[config.mk]
export PLATFORM = sky130hd
export DESIGN_NAME = burst_addr_seq
export DESIGN_NICKNAME = d
export VERILOG_FILES = /design/src/rtl/burst_seq_pkg.sv /design/src/rtl/burst_addr_calc.sv /design/src/rtl/burst_beat_ctr.sv /design/src/rtl/burst_ctrl.sv /design/src/rtl/burst_addr_seq.sv
export SDC_FILE = /design/constraint.sdc
export NUM_CORES = 1
export LEC_CHECK = 0
export BUFFER_PORTS_ARGS = -buffer_cell sky130_fd_sc_hd__buf_2
export CORE_AREA = 2 2 134 136
export DETAILED_ROUTE_END_ITERATION = 12
export DIE_AREA = 0 0 136 138
export GPL_ROUTABILITY_DRIVEN = 0
export MAX_ROUTING_LAYER = met4
export PLACE_DENSITY_LB_ADDON = 0.12
export SLEW_MARGIN = 10
export SYNTH_ARGS = -nofsm -noshare
export SYNTH_HDL_FRONTEND = slang
export SYNTH_HIERARCHICAL = 1
export SYNTH_SLANG_ARGS = --single-unit
[constraint.sdc]
create_clock -name clk -period 7.7 [get_ports clk]
set_input_delay 0.77 -clock clk [delete_from_list [all_inputs] [get_ports clk]]
set_output_delay 0.77 -clock clk [all_outputs]
set_load 0.005 [all_outputs]
[src/rtl/burst_seq_pkg.sv]
package burst_seq_pkg;

  typedef enum logic [1:0] {
    TR_IDLE  = 2'b00,
    TR_PAUSE = 2'b01,
    TR_START = 2'b10,
    TR_CONT  = 2'b11
  } trans_e;

  localparam logic [2:0] BK_SINGLE = 3'b000;
  localparam logic [2:0] BK_INCR   = 3'b001;
  localparam logic [2:0] BK_WRAP4  = 3'b010;
  localparam logic [2:0] BK_INCR4  = 3'b011;
  localparam logic [2:0] BK_WRAP8  = 3'b100;
  localparam logic [2:0] BK_INCR8  = 3'b101;
  localparam logic [2:0] BK_WRAP16 = 3'b110;
  localparam logic [2:0] BK_INCR16 = 3'b111;

  // Number of beats in a fixed-length kind; zero marks open length.
  function automatic logic [4:0] beats_of(input logic [2:0] kind);
    case (kind)
      BK_SINGLE:           beats_of = 5'd1;
      BK_INCR:             beats_of = 5'd0;
      BK_WRAP4, BK_INCR4:  beats_of = 5'd4;
      BK_WRAP8, BK_INCR8:  beats_of = 5'd8;
      default:             beats_of = 5'd16;
    endcase
  endfunction

  function automatic logic kind_wraps(input logic [2:0] kind);
    kind_wraps = (kind != BK_SINGLE) && !kind[0];
  endfunction

  function automatic logic kind_open(input logic [2:0] kind);
    kind_open = (kind == BK_INCR);
  endfunction

endpackage

[src/rtl/burst_addr_calc.sv]
module burst_addr_calc
  import burst_seq_pkg::*;
#(
  parameter int AW = 32
) (
  input  logic [AW-1:0] cur_addr,
  input  logic [AW-1:0] base_addr,
  input  logic [2:0]    kind,
  input  logic [2:0]    size,
  output logic [AW-1:0] nxt_addr,
  output logic          wrap_taken
);
  localparam logic [AW-1:0] ONE = AW'(1);

  logic [AW-1:0] step;
  logic [AW-1:0] span;
  logic [AW-1:0] mask;
  logic [AW-1:0] lin;
  logic          wraps;

  always_comb begin
    step  = ONE << size;
    span  = AW'(beats_of(kind)) << size;
    mask  = span - ONE;
    lin   = cur_addr + step;
    wraps = kind_wraps(kind);
    if (wraps) begin
      nxt_addr   = (base_addr & ~mask) | (lin & mask);
      wrap_taken = ((lin & ~mask) != (base_addr & ~mask));
    end else begin
      nxt_addr   = lin;
      wrap_taken = 1'b0;
    end
  end

endmodule

[src/rtl/burst_beat_ctr.sv]
module burst_beat_ctr
  import burst_seq_pkg::*;
#(
  parameter int CW = 5
) (
  input  logic          clk,
  input  logic          rst_n,
  input  logic          clear,
  input  logic          bump,
  input  logic [2:0]    kind,
  output logic [CW-1:0] count,
  output logic          last_beat
);
  logic [CW-1:0] len;

  always_comb begin
    len       = CW'(beats_of(kind));
    last_beat = bump && !kind_open(kind) && ((count + CW'(1)) == len);
  end

  always_ff @(posedge clk or negedge rst_n) begin
    if (!rst_n)      count <= '0;
    else if (clear)  count <= '0;
    else if (bump)   count <= count + CW'(1);
  end

  // a fixed-length burst never counts past its own length
  p_count_bound_r7: assert property (@(posedge clk) disable iff (!rst_n)
    !kind_open(kind) |-> (count <= len));

endmodule

[src/rtl/burst_ctrl.sv]
module burst_ctrl
  import burst_seq_pkg::*;
#(
  parameter int AW = 32
) (
  input  logic          clk,
  input  logic          rst_n,
  input  logic          req_valid,
  input  logic [AW-1:0] req_addr,
  input  logic [2:0]    req_kind,
  input  logic [2:0]    req_size,
  input  logic          src_ready,
  input  logic          bus_ready,
  input  logic          bus_err,
  input  logic [AW-1:0] nxt_addr,
  input  logic          wrap_taken,
  input  logic          last_beat,
  output logic          beat_acc,
  output logic          ctr_clear,
  output logic [1:0]    trans_o,
  output logic [AW-1:0] addr_o,
  output logic [AW-1:0] base_o,
  output logic [2:0]    kind_o,
  output logic [2:0]    size_o,
  output logic          done_o
);
  trans_e        trans_q;
  logic [AW-1:0] addr_q;
  logic [AW-1:0] base_q;
  logic [2:0]    kind_q;
  logic [2:0]    size_q;
  logic          done_q;

  logic err_cut;
  logic in_burst;
  logic open_end;
  logic finish;

  always_comb begin
    in_burst  = (trans_q != TR_IDLE);
    beat_acc  = bus_ready && ((trans_q == TR_START) || (trans_q == TR_CONT));
    err_cut   = bus_err && !bus_ready;
    open_end  = kind_open(kind_q) && !req_valid;
    finish    = bus_ready && in_burst && (last_beat || open_end);
    ctr_clear = bus_ready && !in_burst && req_valid && !err_cut;
  end

  always_ff @(posedge clk or negedge rst_n) begin
    if (!rst_n) begin
      trans_q <= TR_IDLE;
      addr_q  <= '0;
      base_q  <= '0;
      kind_q  <= BK_SINGLE;
      size_q  <= '0;
      done_q  <= 1'b0;
    end else begin
      done_q <= 1'b0;
      if (err_cut) begin
        trans_q <= TR_IDLE;
      end else if (bus_ready) begin
        if (!in_burst) begin
          if (req_valid) begin
            trans_q <= TR_START;
            addr_q  <= req_addr;
            base_q  <= req_addr;
            kind_q  <= req_kind;
            size_q  <= req_size;
          end
        end else if (finish) begin
          trans_q <= TR_IDLE;
          done_q  <= 1'b1;
        end else begin
          if (beat_acc) addr_q <= nxt_addr;
          trans_q <= src_ready ? TR_CONT : TR_PAUSE;
        end
      end
    end
  end

  assign trans_o = trans_q;
  assign addr_o  = addr_q;
  assign base_o  = base_q;
  assign kind_o  = kind_q;
  assign size_o  = size_q;
  assign done_o  = done_q;

  // a stall without error freezes every address-phase output
  p_stall_freeze_r6: assert property (@(posedge clk) disable iff (!rst_n)
    (!bus_ready && !bus_err) |=> ($stable(trans_q) && $stable(addr_q)
                                  && $stable(kind_q) && $stable(size_q)));

  // leaving idle always happens through a start phase
  p_open_with_start_r2: assert property (@(posedge clk) disable iff (!rst_n)
    (trans_q != TR_IDLE) |-> (($past(trans_q) != TR_IDLE) || (trans_q == TR_START)));

  // an accepted pause phase does not move the address
  p_pause_keeps_addr_r5: assert property (@(posedge clk) disable iff (!rst_n)
    (trans_q == TR_PAUSE && bus_ready) |=> $stable(addr_q));

  // error in its first cycle drops to idle with no completion
  p_err_cut_r9: assert property (@(posedge clk) disable iff (!rst_n)
    (bus_err && !bus_ready) |=> (trans_q == TR_IDLE && !done_q));

  // completion pulse only follows an accepting edge and shows idle
  p_done_pulse_r7: assert property (@(posedge clk) disable iff (!rst_n)
    done_q |-> (trans_q == TR_IDLE && $past(bus_ready)));

  // when the calculator folds the address, the next address is lower
  p_wrap_goes_down_r4: assert property (@(posedge clk) disable iff (!rst_n)
    (beat_acc && wrap_taken && !finish) |=> (addr_q < $past(addr_q)));

endmodule

[src/rtl/burst_addr_seq.sv]
module burst_addr_seq
  import burst_seq_pkg::*;
#(
  parameter int AW = 32,
  parameter int CW = 5
) (
  input  logic          clk,
  input  logic          rst_n,
  input  logic          req_valid,
  input  logic [AW-1:0] req_addr,
  input  logic [2:0]    req_kind,
  input  logic [2:0]    req_size,
  input  logic          src_ready,
  input  logic          bus_ready,
  input  logic          bus_err,
  output logic [1:0]    trans_o,
  output logic [AW-1:0] addr_o,
  output logic [2:0]    kind_o,
  output logic [2:0]    size_o,
  output logic          done_o
);
  logic [AW-1:0] nxt_addr;
  logic [AW-1:0] base_addr;
  logic          wrap_taken;
  logic          last_beat;
  logic          beat_acc;
  logic          ctr_clear;
  logic [CW-1:0] beat_count;

  burst_ctrl #(.AW(AW)) u_ctrl (
    .clk(clk), .rst_n(rst_n),
    .req_valid(req_valid), .req_addr(req_addr),
    .req_kind(req_kind), .req_size(req_size),
    .src_ready(src_ready), .bus_ready(bus_ready), .bus_err(bus_err),
    .nxt_addr(nxt_addr), .wrap_taken(wrap_taken), .last_beat(last_beat),
    .beat_acc(beat_acc), .ctr_clear(ctr_clear),
    .trans_o(trans_o), .addr_o(addr_o), .base_o(base_addr),
    .kind_o(kind_o), .size_o(size_o), .done_o(done_o)
  );

  burst_addr_calc #(.AW(AW)) u_calc (
    .cur_addr(addr_o), .base_addr(base_addr),
    .kind(kind_o), .size(size_o),
    .nxt_addr(nxt_addr), .wrap_taken(wrap_taken)
  );

  burst_beat_ctr #(.CW(CW)) u_ctr (
    .clk(clk), .rst_n(rst_n),
    .clear(ctr_clear), .bump(beat_acc), .kind(kind_o),
    .count(beat_count), .last_beat(last_beat)
  );

  // beat counter never bumps while the sequencer is idle
  p_no_idle_beat_r7: assert property (@(posedge clk) disable iff (!rst_n)
    (trans_o == 2'b00) |-> !beat_acc);

endmodule

; ---- After elaboration in Yosys (flattened, before gate mapping)
; Cells that the tools add are included.
[classes]
n_addsub = 3
eq_ne = 10
shifts = 2
n_mux = 18
n_bitwise = 6
n_reduce_logical = 31
[op_table]
columns = op, n
row1 = $mux 32, 5
row2 = $and 32x32->32, 2
row3 = $add 32x32->32, 1
row4 = $not 32->32, 1
row5 = $or 32x32->32, 1
row6 = $shl 1x3->32 const A, 1
row7 = $shl 5x3->32, 1
row8 = $sub 32x1->32 const B, 1
row9 = $pmux 5 s4, 1
row10 = $mux 2, 6
row11 = $logic_and 1x1->1, 11
row12 = $mux 5, 2
row13 = $reduce_bool 2->1, 4
row14 = $eq 3x2->1 const B, 2
row15 = $eq 3x3->1 const B, 2
row16 = $logic_not 1->1, 6
row17 = $reduce_bool 3->1, 2
row18 = $add 5x1->5 const B, 1
row19 = $eq 5x5->1, 1
row20 = $reduce_and 5->1, 1
row21 = $eq 2x2->1 const B, 2
row22 = $mux 1, 4
row23 = $reduce_and 4->1, 1
row24 = $reduce_or 2->1, 2
row25 = other kinds (7), 9
[totals]
regBits = 78
in_bits = 44
output_inout_bits = 41
elab_cells = 77

; ---- Depth between registers and ports, before layout
; Gate-level depths: netlist of the first run.
[depth]
depth_word = 12
ltp_mapped = 18
depth_no_buf = 13

; ---- Hierarchy
; Netlist of the first run, hierarchy kept.
[by_module_without_submodules]
columns = module, instances, cells_per_inst, area_each_um2, seq_area_each_um2
row1 = burst_ctrl, 1, 201, 3301.9, 1826.8
row2 = burst_addr_calc, 1, 408, 2625.0, 0.0
row3 = burst_beat_ctr, 1, 36, 331.6, 125.1

; ---- Worst setup path after synthesis of the first run
; OpenSTA, ideal clock, no wires.
[synth_path]
path_type = reg-to-reg
from = register u_ctrl.size_q[2] (netlist: u_ctrl/size_o[2])
to = register u_ctrl.addr_q[28] (netlist: u_ctrl/addr_o[28])
setup_time_ps = 125
arrival_time_ps = 3570
required_time_ps = 7575
slack_ps = 4005
stages_incl_launch_ff = 19
n_path_buf = 5
synth_period_minus_slack_ps = 3695
path_cell_list = dfrtp_1 buf_2 clkbuf_8 clkbuf_1 nor3_1 ha_1 inv_1 fa_1 nand2b_1 a211oi_1 o21a_1 buf_4 and3_1 clkbuf_1 nand3_1 xor2_1 o21ai_0 mux2_2 mux2_4
[synth_between]
elab_chain_cells = 9
elab_cells_between_ends = 12
cone_classes = add/sub (2) / shift (2) / mux (4) / bitwise (4)
[synth_rtl]
columns = item, line
row1 = from (decl), burst_ctrl.sv:31  ; logic [2:0] size_q;
row2 = from (signal assigned), burst_ctrl.sv:67  ; size_q <= req_size;
row3 = $shl 5x3->32, burst_addr_calc.sv:23  ; span = AW'(beats_of(kind)) << size;
row4 = $sub 32x1->32, burst_addr_calc.sv:24  ; mask = span - ONE;
row5 = $not 32->32, burst_addr_calc.sv:28  ; nxt_addr = (base_addr & ~mask) | (lin & mask);
row6 = $and 32x32->32, burst_addr_calc.sv:28
row7 = $or 32x32->32, burst_addr_calc.sv:28
row8 = $mux 32 (*), burst_addr_calc.sv:27  ; if (wraps) begin
row9 = via nxt_addr[28], burst_addr_seq.sv:22  ; logic [AW-1:0] nxt_addr;
row10 = $mux 32 (*), burst_ctrl.sv:73  ; if (beat_acc) addr_q <= nxt_addr;
row11 = $mux 32 (*), burst_ctrl.sv:69  ; end else if (finish) begin
row12 = $mux 32 (*), burst_ctrl.sv:61  ; if (!in_burst) begin
row13 = to (signal assigned), burst_ctrl.sv:64  ; addr_q <= req_addr;
row14 = to (signal assigned), burst_ctrl.sv:73
row15 = to (decl), burst_ctrl.sv:28  ; logic [AW-1:0] addr_q;
; The timed path passes the listed nets; every way through them passes the cells marked *. The select of a mux whose other input is x is not followed.
; A chain may end at the register's enable or synchronous reset.

; ---- Final worst setup path of the first run
; Same ends and word-level chain as after synthesis.

==> flow_metrics.env, run 1 <==
export IMPL_status="finished, final reports clean"
export IMPL_grtUsageTotal_pct=16.49
export IMPL_reg2reg_from="u_ctrl/size_o[2]$_DFFE_PN0P_"
export IMPL_end_kind="flip-flop"
export IMPL_via_per_inst=5.006
export IMPL_clock_path_buffers=2
export IMPL_drt_iter0_drc=217
export IMPL_detail_route_antenna_nets=0
export IMPL_clk_insertion_delay_late_ps=350
export IMPL_initial_core_util_pct=30.73
export IMPL_hold_class="in2async"
export IMPL_drt_total_wl_mm=14.42
export IMPL_synthCells=526
export IMPL_period_share_pct=51.42
export IMPL_slew_headroom_pct=42.65
export IMPL_r2r_slack_ps=3740
export IMPL_clockRootBuffer="clkbuf_16"
export IMPL_dieWidth_um=136
export IMPL_final_cell_mix="83 x buf_2, 78 x mux2_2, 77 x dfrtp_1, 45 x nand2_1, 36 x nor2_1"
export IMPL_yosys_warnings=6
export IMPL_ctsHoldBuffers=0
export IMPL_coreArea_mm2=0.01753
export IMPL_rows=49
export IMPL_skew_ps=9.525
export IMPL_synth_fp_nets=582
export IMPL_crit_fanout=26
export IMPL_antenna_found_initial=0
export IMPL_p_per_area_mw_per_mm2=440.8
export IMPL_arrival_ps=4200
export IMPL_synth_area_mm2=0.005389
export IMPL_avgSynthCellArea_um2=10.25
export IMPL_cts_tree="yes"
export IMPL_max_cap_viol_count=0
export IMPL_p_leak_nw=2.681
export IMPL_regToRegEndpoint="u_ctrl/addr_o[28]$_DFFE_PN0P_"
export IMPL_final_net_count=645
export IMPL_io_pin_count=85
export IMPL_cts_buffers_inserted=9
export IMPL_drive_above_1_share_pct=38.18
export IMPL_fmax_ghz=0.2526
export IMPL_clkTransAtPathRegs_ps=60
export IMPL_route_detailed_drc=0
export IMPL_hold_viol=0
export IMPL_cts_sinks=77
export IMPL_grt_pass1_vias=4296
export IMPL_cts_resized_gates=0
export IMPL_die_h_um=138
export IMPL_setup_violations=0
export IMPL_fin_tns_setup_ps=0
export IMPL_grt_max_degree=59
export IMPL_htreeDepth=3
export IMPL_dp_hpwl_mm=9.943
export IMPL_period_needed_ps=3959
export IMPL_mostFrequentLayoutCell="buf_2"
export IMPL_vdd_ir_drop_max_mv=0.1503
export IMPL_area_growth_syn_to_layout_pct=14.95
export IMPL_cts_setup_buffers=0
export IMPL_diodes=0
export IMPL_num_vias=4110
export IMPL_rr_worst_depth=13
export IMPL_finalPower_mw=2.731
export IMPL_drt_first_pass_iters=4
export IMPL_worst_pin_slew_ps=860.3
export IMPL_drv_slew=0
export IMPL_required_ps=7940
export IMPL_wl_per_cell_um=17.57
export IMPL_grt_overflow_total=0
export IMPL_port_buffers=84
export IMPL_grt_setup_unrepaired="false"
export IMPL_grt_pass1_wl_mm=23.27
export IMPL_dieArea_mm2=0.01877
export IMPL_startpoint_type="flip-flop"
export IMPL_critical_path_class="reg2reg"
## sequential cells by signal, summed over array words and instances (netlist names)
register	flops
u_ctrl/base_o	31
u_ctrl/addr_o	32
u_ctrl/size_o	3
u_ctr/count	5
u_ctrl/kind_o	3
u_ctrl/trans_o	2
u_ctrl/done_o	1
## power breakdown
part	leakage [nW]	internal [mW]	switching (mW)
combinational	1.62	0.782	0.646
sequential	0.926	0.602	0.275
clock	0.134	0.248	0.178
total	2.68	1.63	1.10
## per-layer routing
| metal | up-vias | GRT usage (%) | part of all wire [%] |
|---|---|---|---|
| li1 | 1992 | - | - |
| met1 | 2025 | 21.41 | 47 |
| met5 | - | - | 0 |
| met4 | 0 | 5.866 | 2.1 |
| met2 | 76 | 25.58 | 47 |
| met3 | 17 | 3.154 | 3.5 |
## worst max-delay path by stage
stage / start / to / slack (ps)
floorplan: u_ctrl/size_o[2]$_DFFE_PN0P_ / u_ctrl/addr_o[28]$_DFFE_PN0P_ / 4110
global placement: u_ctrl/size_o[2]$_DFFE_PN0P_ / u_ctrl/addr_o[28]$_DFFE_PN0P_ / 3890
detailed placement: u_ctrl/size_o[2]$_DFFE_PN0P_ / u_ctrl/addr_o[28]$_DFFE_PN0P_ / 3790
CTS: u_ctrl/size_o[2]$_DFFE_PN0P_ / u_ctrl/addr_o[28]$_DFFE_PN0P_ / 3750
global route: u_ctrl/size_o[2]$_DFFE_PN0P_ / u_ctrl/addr_o[28]$_DFFE_PN0P_ / 3390
finish: u_ctrl/size_o[2]$_DFFE_PN0P_ / u_ctrl/addr_o[28]$_DFFE_PN0P_ / 3740
## stage by stage
| step | cell area (um^2) | hold WS [ps] | setup slack, ps | instances | util, % |
|---|---|---|---|---|---|
| 2_1_floorplan | 5389 | 474.4 | 4111 | 526 | - |
| 3_3_place_gp | 5914 | 487.6 | 3895 | 807 | 33.73 |
| 3_5_place_dp | 5914 | 490.7 | 3789 | 807 | 33.73 |
| 4_1_cts | 6195 | 304.3 | 3752 | 821 | 35.33 |
| 5_1_grt | 6195 | 317.4 | 3389 | 821 | 35.33 |
| 6_report | 6195 | 302.3 | 3741 | 821 | 35.33 |
## worst max-delay path, stage by stage (launching register included)
cell and delay [ps]:
dfrtp_1 660, nor3_1 270, ha_1 210, inv_1 70
fa_1 390, nand2b_1 190, a211oi_1 530, o21a_1 390
and3_1 260, nand3_1 110, xor2_1 140, o21ai_0 80
mux2_2 270, mux2_4 250
## area by class of cell
type | instances | area [um^2]
fill | 1825 | 11340
multi-input combinational | 402 | 3199
sequential | 77 | 1927
timing repair buffer | 90 | 467.9
tap | 229 | 286.5
clock buffer | 10 | 229.0
clock inverter | 4 | 51.30
inverter | 9 | 33.78
Note: power is estimated with default switching activity, not from simulation.
==> run 2: changes to the inputs <==
--- a/config.mk
+++ b/config.mk
@@ -5,10 +5,11 @@
 export SDC_FILE = /design/constraint.sdc
 export NUM_CORES = 1
 export LEC_CHECK = 0
+export ABC_AREA = 1
 export BUFFER_PORTS_ARGS = -buffer_cell sky130_fd_sc_hd__buf_2
-export CORE_AREA = 2 2 134 136
+export CORE_AREA = 2 2 137 139
 export DETAILED_ROUTE_END_ITERATION = 12
-export DIE_AREA = 0 0 136 138
+export DIE_AREA = 0 0 139 141
 export GPL_ROUTABILITY_DRIVEN = 0
 export MAX_ROUTING_LAYER = met4
 export PLACE_DENSITY_LB_ADDON = 0.12
==> constraint.sdc (replaced) <==
create_clock -name clk -period 3.97 [get_ports clk]
set_input_delay 0.397 -clock clk [delete_from_list [all_inputs] [get_ports clk]]
set_output_delay 0.397 -clock clk [all_outputs]
set_load 0.005 [all_outputs]
==> run 2 against run 1 <==
Combinational power up 110%; register-to-register slack got worse by 2900 ps; clock-buffer cell count stayed put; area after synthesis rose by 8.2%; non-clock buffer count increased by 3; utilization increased by 1.9 points; hold slack got worse by 200 ps; critical path depth is 6 higher; die area is 4.4% higher; critical path type unchanged; highest routed layer unchanged.
==> flow_metrics.env, run 2 <==
export IMPL_skew_ps=6.645
export IMPL_crit_path_start="u_ctrl/size_o[0]$_DFFE_PN0P_"
export IMPL_hold_class="in2async"
export IMPL_status="finished, final reports clean"
export IMPL_worst_pin_slew_ps=911.2
export IMPL_initial_core_util_pct=31.92
export IMPL_grt_setup_unrepaired="false"
export IMPL_reg2reg_from="u_ctrl/size_o[0]$_DFFE_PN0P_"
export IMPL_fin_tns_setup_ps=0
export IMPL_dp_hpwl_mm=14.49
export IMPL_hold_viol=0
export IMPL_wl_per_cell_um=16.28
export IMPL_clkTransAtPathRegs_ps=70
export IMPL_cts_setup_buffers=0
export IMPL_final_net_count=1065
export IMPL_drt_total_wl_mm=20.32
export IMPL_synthCells=937
export IMPL_max_cap_viol_count=0
export IMPL_period_needed_ps=3088
export IMPL_io_pin_count=85
export IMPL_cts_sinks=77
export IMPL_rr_worst_depth=19
export IMPL_diodes=0
export IMPL_critical_path_class="reg2reg"
export IMPL_endpoint="u_ctrl/addr_o[20]$_DFFE_PN0P_"
export IMPL_via_per_inst=4.808
export IMPL_synth_fp_nets=993
export IMPL_die_h_um=141
export IMPL_final_util_pct=37.25
export IMPL_slew_headroom_pct=39.04
export IMPL_fmax_ghz=0.3239
export IMPL_antenna_found_initial=0
export IMPL_clock_path_buffers=2
export IMPL_mostFrequentLayoutCell="nand2_1"
export IMPL_cts_tree="yes"
export IMPL_drive_above_1_share_pct=14.60
export IMPL_drv_slew=0
export IMPL_finalPower_mw=5.565
export IMPL_avgSynthCellArea_um2=6.224
export IMPL_yosys_warnings=6
export IMPL_nFillCells=2067
export IMPL_p_leak_nw=3.874
export IMPL_grtUsageTotal_pct=21.94
export IMPL_ctsHoldBuffers=0
export IMPL_dieWidth_um=139
export IMPL_grt_pass1_vias=5809
export IMPL_vdd_ir_drop_max_mv=0.5519
export IMPL_crit_fanout=10
export IMPL_r2r_slack_ps=880
export IMPL_htreeDepth=3
export IMPL_largest_register_ffs=32
export IMPL_coreArea_mm2=0.01827
export IMPL_area_growth_syn_to_layout_pct=16.67
export IMPL_clk_insertion_delay_late_ps=350
export IMPL_route_detailed_drc=0
export IMPL_synth_area_mm2=0.005832
export IMPL_drt_first_pass_iters=5
export IMPL_port_buffers=84
export IMPL_grt_max_degree=51
export IMPL_period_share_pct=77.77
export IMPL_setup_violations=0
export IMPL_detail_route_antenna_nets=0
export IMPL_dieArea_mm2=0.01960
export IMPL_grt_pass1_wl_mm=32.55
export IMPL_regToRegEndpoint="u_ctrl/addr_o[20]$_DFFE_PN0P_"
export IMPL_rows=50
export IMPL_drt_iter0_drc=429
export IMPL_multiInputGateArea_mm2=0.003348
export IMPL_startpoint_type="flip-flop"
export IMPL_regArea_mm2=0.001927
export IMPL_end_kind="flip-flop"
export IMPL_final_cell_mix="442 x nand2_1, 93 x nand3_1, 90 x inv_1, 83 x buf_2, 77 x dfrtp_1"
export IMPL_cts_resized_gates=0
export IMPL_num_vias=6000
export IMPL_p_per_area_mw_per_mm2=817.9
export IMPL_grt_overflow_total=0
export IMPL_required_ps=4260
export IMPL_cts_buffers_inserted=9
export IMPL_clockRootBuffer="clkbuf_16"
export IMPL_arrival_ps=3380
[run 2: cell types whose count changed in the layout (fill, tap and decap cells not counted), sizes merged, moves of 9 or more]
cell   change
a21oi     -12
inv       +93
xor2      -11
xnor2     -14
and3      -11
o21ai      +9
nand3     +82
nor2      +17
mux2     -105
nand2    +410
[run 2: worst min path at each step]
| stage | startpoint | endpoint | slack [ps] | cells past startpoint |
|---|---|---|---|---|
| after floorplan | rst_n | u_ctr/count[0]$_DFFE_PN0P_ | 100 | 0 |
| after global placement | u_ctrl/base_o[11]$_DFFE_PN0P_ | u_ctrl/base_o[11]$_DFFE_PN0P_ | 460 | 2 |
| after detailed placement | u_ctrl/base_o[20]$_DFFE_PN0P_ | u_ctrl/base_o[20]$_DFFE_PN0P_ | 470 | 2 |
| after CTS | rst_n | u_ctrl/base_o[19]$_DFFE_PN0P_ | 140 | 1 |
| after global routing | rst_n | u_ctrl/base_o[19]$_DFFE_PN0P_ | 170 | 1 |
| final | rst_n | u_ctrl/base_o[19]$_DFFE_PN0P_ | 110 | 1 |
[run 2: worst max-delay path: stages (launching register included)]
cell and delay, ps:
dfrtp_1 530, inv_4 140, nand2_1 80, nor2_1 230, ha_1 280, inv_1 70, fa_1 410, inv_1 90
nand3_1 70, nand3_1 150, nand3_1 90, nand2_1 190, nand2_1 110, nand2_1 70, nand2_1 50, o21ai_0 150
nand2_1 70, nand2_1 70, nand3_1 70, nand2_1 100
[run 2: metal layers]
metal / up-vias / global-route usage [%] / wire, um
met3: 19 / 2.480 / 858
met5: - / - / 0
met4: 0 / 5.529 / 272
met1: 2773 / 31.60 / 10450
li1: 3062 / - / -
met2: 146 / 32.95 / 8743
[run 2: area by class of cell]
cell class	count	area share (%)
repair buffers	93	7.209
flip-flops and latches	77	28.32
clock buffers	10	3.512
well taps	234	4.303
clock inverters	6	1.747
inverters	102	5.701
multi-input cells	726	49.21
[run 2: power by group]
part           total, mW  switching, mW  internal (mW)
logic               2.95           1.91           1.05
registers           1.60          0.467           1.13
clock network       1.02          0.376          0.639
[run 2: through the flow]
stage | setup WS, ps | area [um^2] | hold WS (ps) | instances
floorplan | 1500 | 5832 | 101.4 | 937
global placement | 891.7 | 6446 | 463.6 | 1232
detailed placement | 922.0 | 6446 | 465.0 | 1232
CTS | 899.1 | 6804 | 144.2 | 1248
global route | 585.8 | 6804 | 169.8 | 1248
finish | 882.4 | 6804 | 106.5 | 1248
==> run 3: changes to the inputs <==
==> constraint.sdc (replaced) <==
create_clock -name clk -period 2.9 [get_ports clk]
set_input_delay 0.29 -clock clk [delete_from_list [all_inputs] [get_ports clk]]
set_output_delay 0.29 -clock clk [all_outputs]
set_load 0.005 [all_outputs]
==> run 3 against run 2 <==
The flow now finishes with violations (hold timing); register-to-register slack got worse by 650 ps; non-clock buffer count rose by 14; die area did not move; critical path depth did not move; clock power rose by 31%; clock-buffer cell count rose by 1; largest power group unchanged.
==> flow_metrics.env, run 3 (synthesis results as in run 2) <==
export IMPL_drt_first_pass_iters=5
export IMPL_p_sw_mw=3.751
export IMPL_vdd_ir_drop_max_mv=0.5874
export IMPL_final_net_count=1079
export IMPL_drive_above_1_share_pct=16.63
export IMPL_intPower_mw=3.941
export IMPL_startpoint_type="flip-flop"
export IMPL_num_vias=6040
export IMPL_grtUsageTotal_pct=21.62
export IMPL_path_cells="nor2_2 -> inv_1 -> nor2_1 -> ha_1 -> a21oi_1 -> nand2_2 -> nand2_1 -> nand2_1 -> nand2_1 -> nand2_2 -> nand2_1 -> nand2_1 -> nand2_1 -> nand2_1 -> o21ai_0 -> nand2_1 -> nand2_1 -> nand3_1 -> nand2_1"
export IMPL_dieArea_mm2=0.01960
export IMPL_detail_route_antenna_nets=0
export IMPL_rr_worst_depth=19
export IMPL_critPathTopFamily="simple AND/OR/NAND/NOR gates"
export IMPL_hold_class="in2async"
export IMPL_arrival_ps=2960
export IMPL_worst_pin_slew_ps=724.6
export IMPL_grt_setup_unrepaired="false"
export IMPL_cts_buffers_inserted=9
export IMPL_grt_pass1_vias=5773
export IMPL_failed_checks="hold timing"
export IMPL_reg2reg_from="u_ctrl/size_o[0]$_DFFE_PN0P_"
export IMPL_r2r_slack_ps=230
export IMPL_io_pin_count=85
export IMPL_grt_max_degree=51
export IMPL_antenna_found_initial=0
export IMPL_path_common_cell="nand2_1"
export IMPL_combPwrFrac_pct=54.9
export IMPL_route_detailed_drc=0
export IMPL_stdcell_count=1262
export IMPL_setup_violations=0
export IMPL_p_per_area_mw_per_mm2=1109
export IMPL_seq_power_share_pct=27.6
export IMPL_period_needed_ps=2669
export IMPL_clkTransAtPathRegs_ps=60
export IMPL_drt_total_wl_mm=19.77
export IMPL_final_util_pct=37.98
export IMPL_period_share_pct=92.03
export IMPL_fmax_ghz=0.3747
export IMPL_grt_pass1_wl_mm=32.14
export IMPL_coreArea_mm2=0.01827
export IMPL_die_h_um=141
export IMPL_finalPower_mw=7.692
export IMPL_dp_cells=1244
export IMPL_wl_per_cell_um=15.67
export IMPL_ctsHoldBuffers=0
export IMPL_cts_sinks=77
export IMPL_max_cap_viol_count=0
export IMPL_end_kind="flip-flop"
export IMPL_crit_fanout=6
export IMPL_swShare_pct=48.77
export IMPL_htreeDepth=3
export IMPL_grt_overflow_total=0
export IMPL_drv_slew=0
export IMPL_skew_ps=6.219
export IMPL_port_buffers=84
export IMPL_rows=50
export IMPL_pwr_share_clk_pct=17.5
export IMPL_critical_path_class="reg2reg"
export IMPL_slowest_delay_ps=450
export IMPL_clockRootBuffer="clkbuf_16"
export IMPL_via_per_inst=4.786
export IMPL_final_cell_mix="438 x nand2_1, 91 x nand3_1, 90 x inv_1, 83 x buf_2, 74 x dfrtp_1"
export IMPL_area_growth_syn_to_layout_pct=18.97
export IMPL_mostFrequentLayoutCell="nand2_1"
export IMPL_p_leak_nw=3.946
export IMPL_clk_insertion_delay_late_ps=350
export IMPL_clock_path_buffers=2
export IMPL_slew_headroom_pct=51.69
export IMPL_hold_viol=1
export IMPL_cts_tree="yes"
export IMPL_dp_hpwl_mm=14.40
export IMPL_regToRegEndpoint="u_ctrl/addr_o[29]$_DFFE_PN0P_"
export IMPL_largest_register_ffs=32
export IMPL_diodes=0
export IMPL_status="finished, violations left"
export IMPL_drt_iter0_drc=462
export IMPL_dieWidth_um=139
export IMPL_hold_slack_ps=-0.4926
export IMPL_required_ps=3190
export IMPL_crit_buf_inv=1
export IMPL_fin_tns_setup_ps=0
export IMPL_initial_core_util_pct=31.92
export IMPL_cp_slowest_cell="dfrtp_2"
run 3: changes by cell type in the layout (fill, tap and decap cells not counted), sizes merged:
cell / change
buf: +14
clkbuf: +1
clkinv: -1
run 3: final cells by class:
class                           instances  area (um^2)
Fill cell                            2056        11330
Multi-Input combinational cell        726         3378
Sequential cell                        77         1931
Timing Repair Buffer                  107        608.1
Inverter                              102        387.9
Tap cell                              234        292.8
Clock buffer                           11        232.7
Clock inverter                          5        107.6
run 3: per-stage QoR:
stage          worst slack [ps]  area [um^2]
6_report                  231.2         6938
3_5_place_dp              68.22         6549
4_1_cts                   69.65         6889
2_1_floorplan             429.7         5832
5_1_grt                   2.893         6938
3_3_place_gp              134.9         6549
run 3: how the worst max path moves through the flow:
stage | from | end | slack [ps] | depth (start not counted)
2_1_floorplan | u_ctrl/size_o[0]$_DFFE_PN0P_ | u_ctrl/addr_o[16]$_DFFE_PN0P_ | 430 | 19
3_3_place_gp | u_ctrl/size_o[0]$_DFFE_PN0P_ | u_ctrl/addr_o[20]$_DFFE_PN0P_ | 130 | 19
3_5_place_dp | u_ctrl/size_o[1]$_DFFE_PN0P_ | u_ctrl/addr_o[20]$_DFFE_PN0P_ | 70 | 19
4_1_cts | u_ctrl/size_o[1]$_DFFE_PN0P_ | u_ctrl/addr_o[20]$_DFFE_PN0P_ | 70 | 19
5_1_grt | u_ctrl/size_o[1]$_DFFE_PN0P_ | u_ctrl/addr_o[16]$_DFFE_PN0P_ | 3 | 18
6_report | u_ctrl/size_o[0]$_DFFE_PN0P_ | u_ctrl/addr_o[29]$_DFFE_PN0P_ | 230 | 19
run 3: per-layer routing:
layer | up-vias | part of all wire (%) | track usage [%] | wire length, um
li1 | 3092 | - | - | -
met4 | 0 | 1.8 | 6.805 | 363
met5 | - | 0 | - | 0
met3 | 17 | 4.2 | 2.548 | 837
met1 | 2787 | 52 | 31.87 | 10310
met2 | 144 | 42 | 30.85 | 8259
run 3: what timing repair did:
action / CTS / global route
buffers inserted: 0 / 2
setup endpoints to repair: 0 / 19
resized for setup: 0 / 13
run 3: power groups by stage:
stage,logic (mW),registers (mW),clock network (mW)
global route,4.85,2.21,1.43
CTS,4.21,2.13,1.37
detailed placement,4.19,2.14,0
global placement,4.20,2.15,0
finish,4.22,2.12,1.34
floorplan,2.99,1.98,0
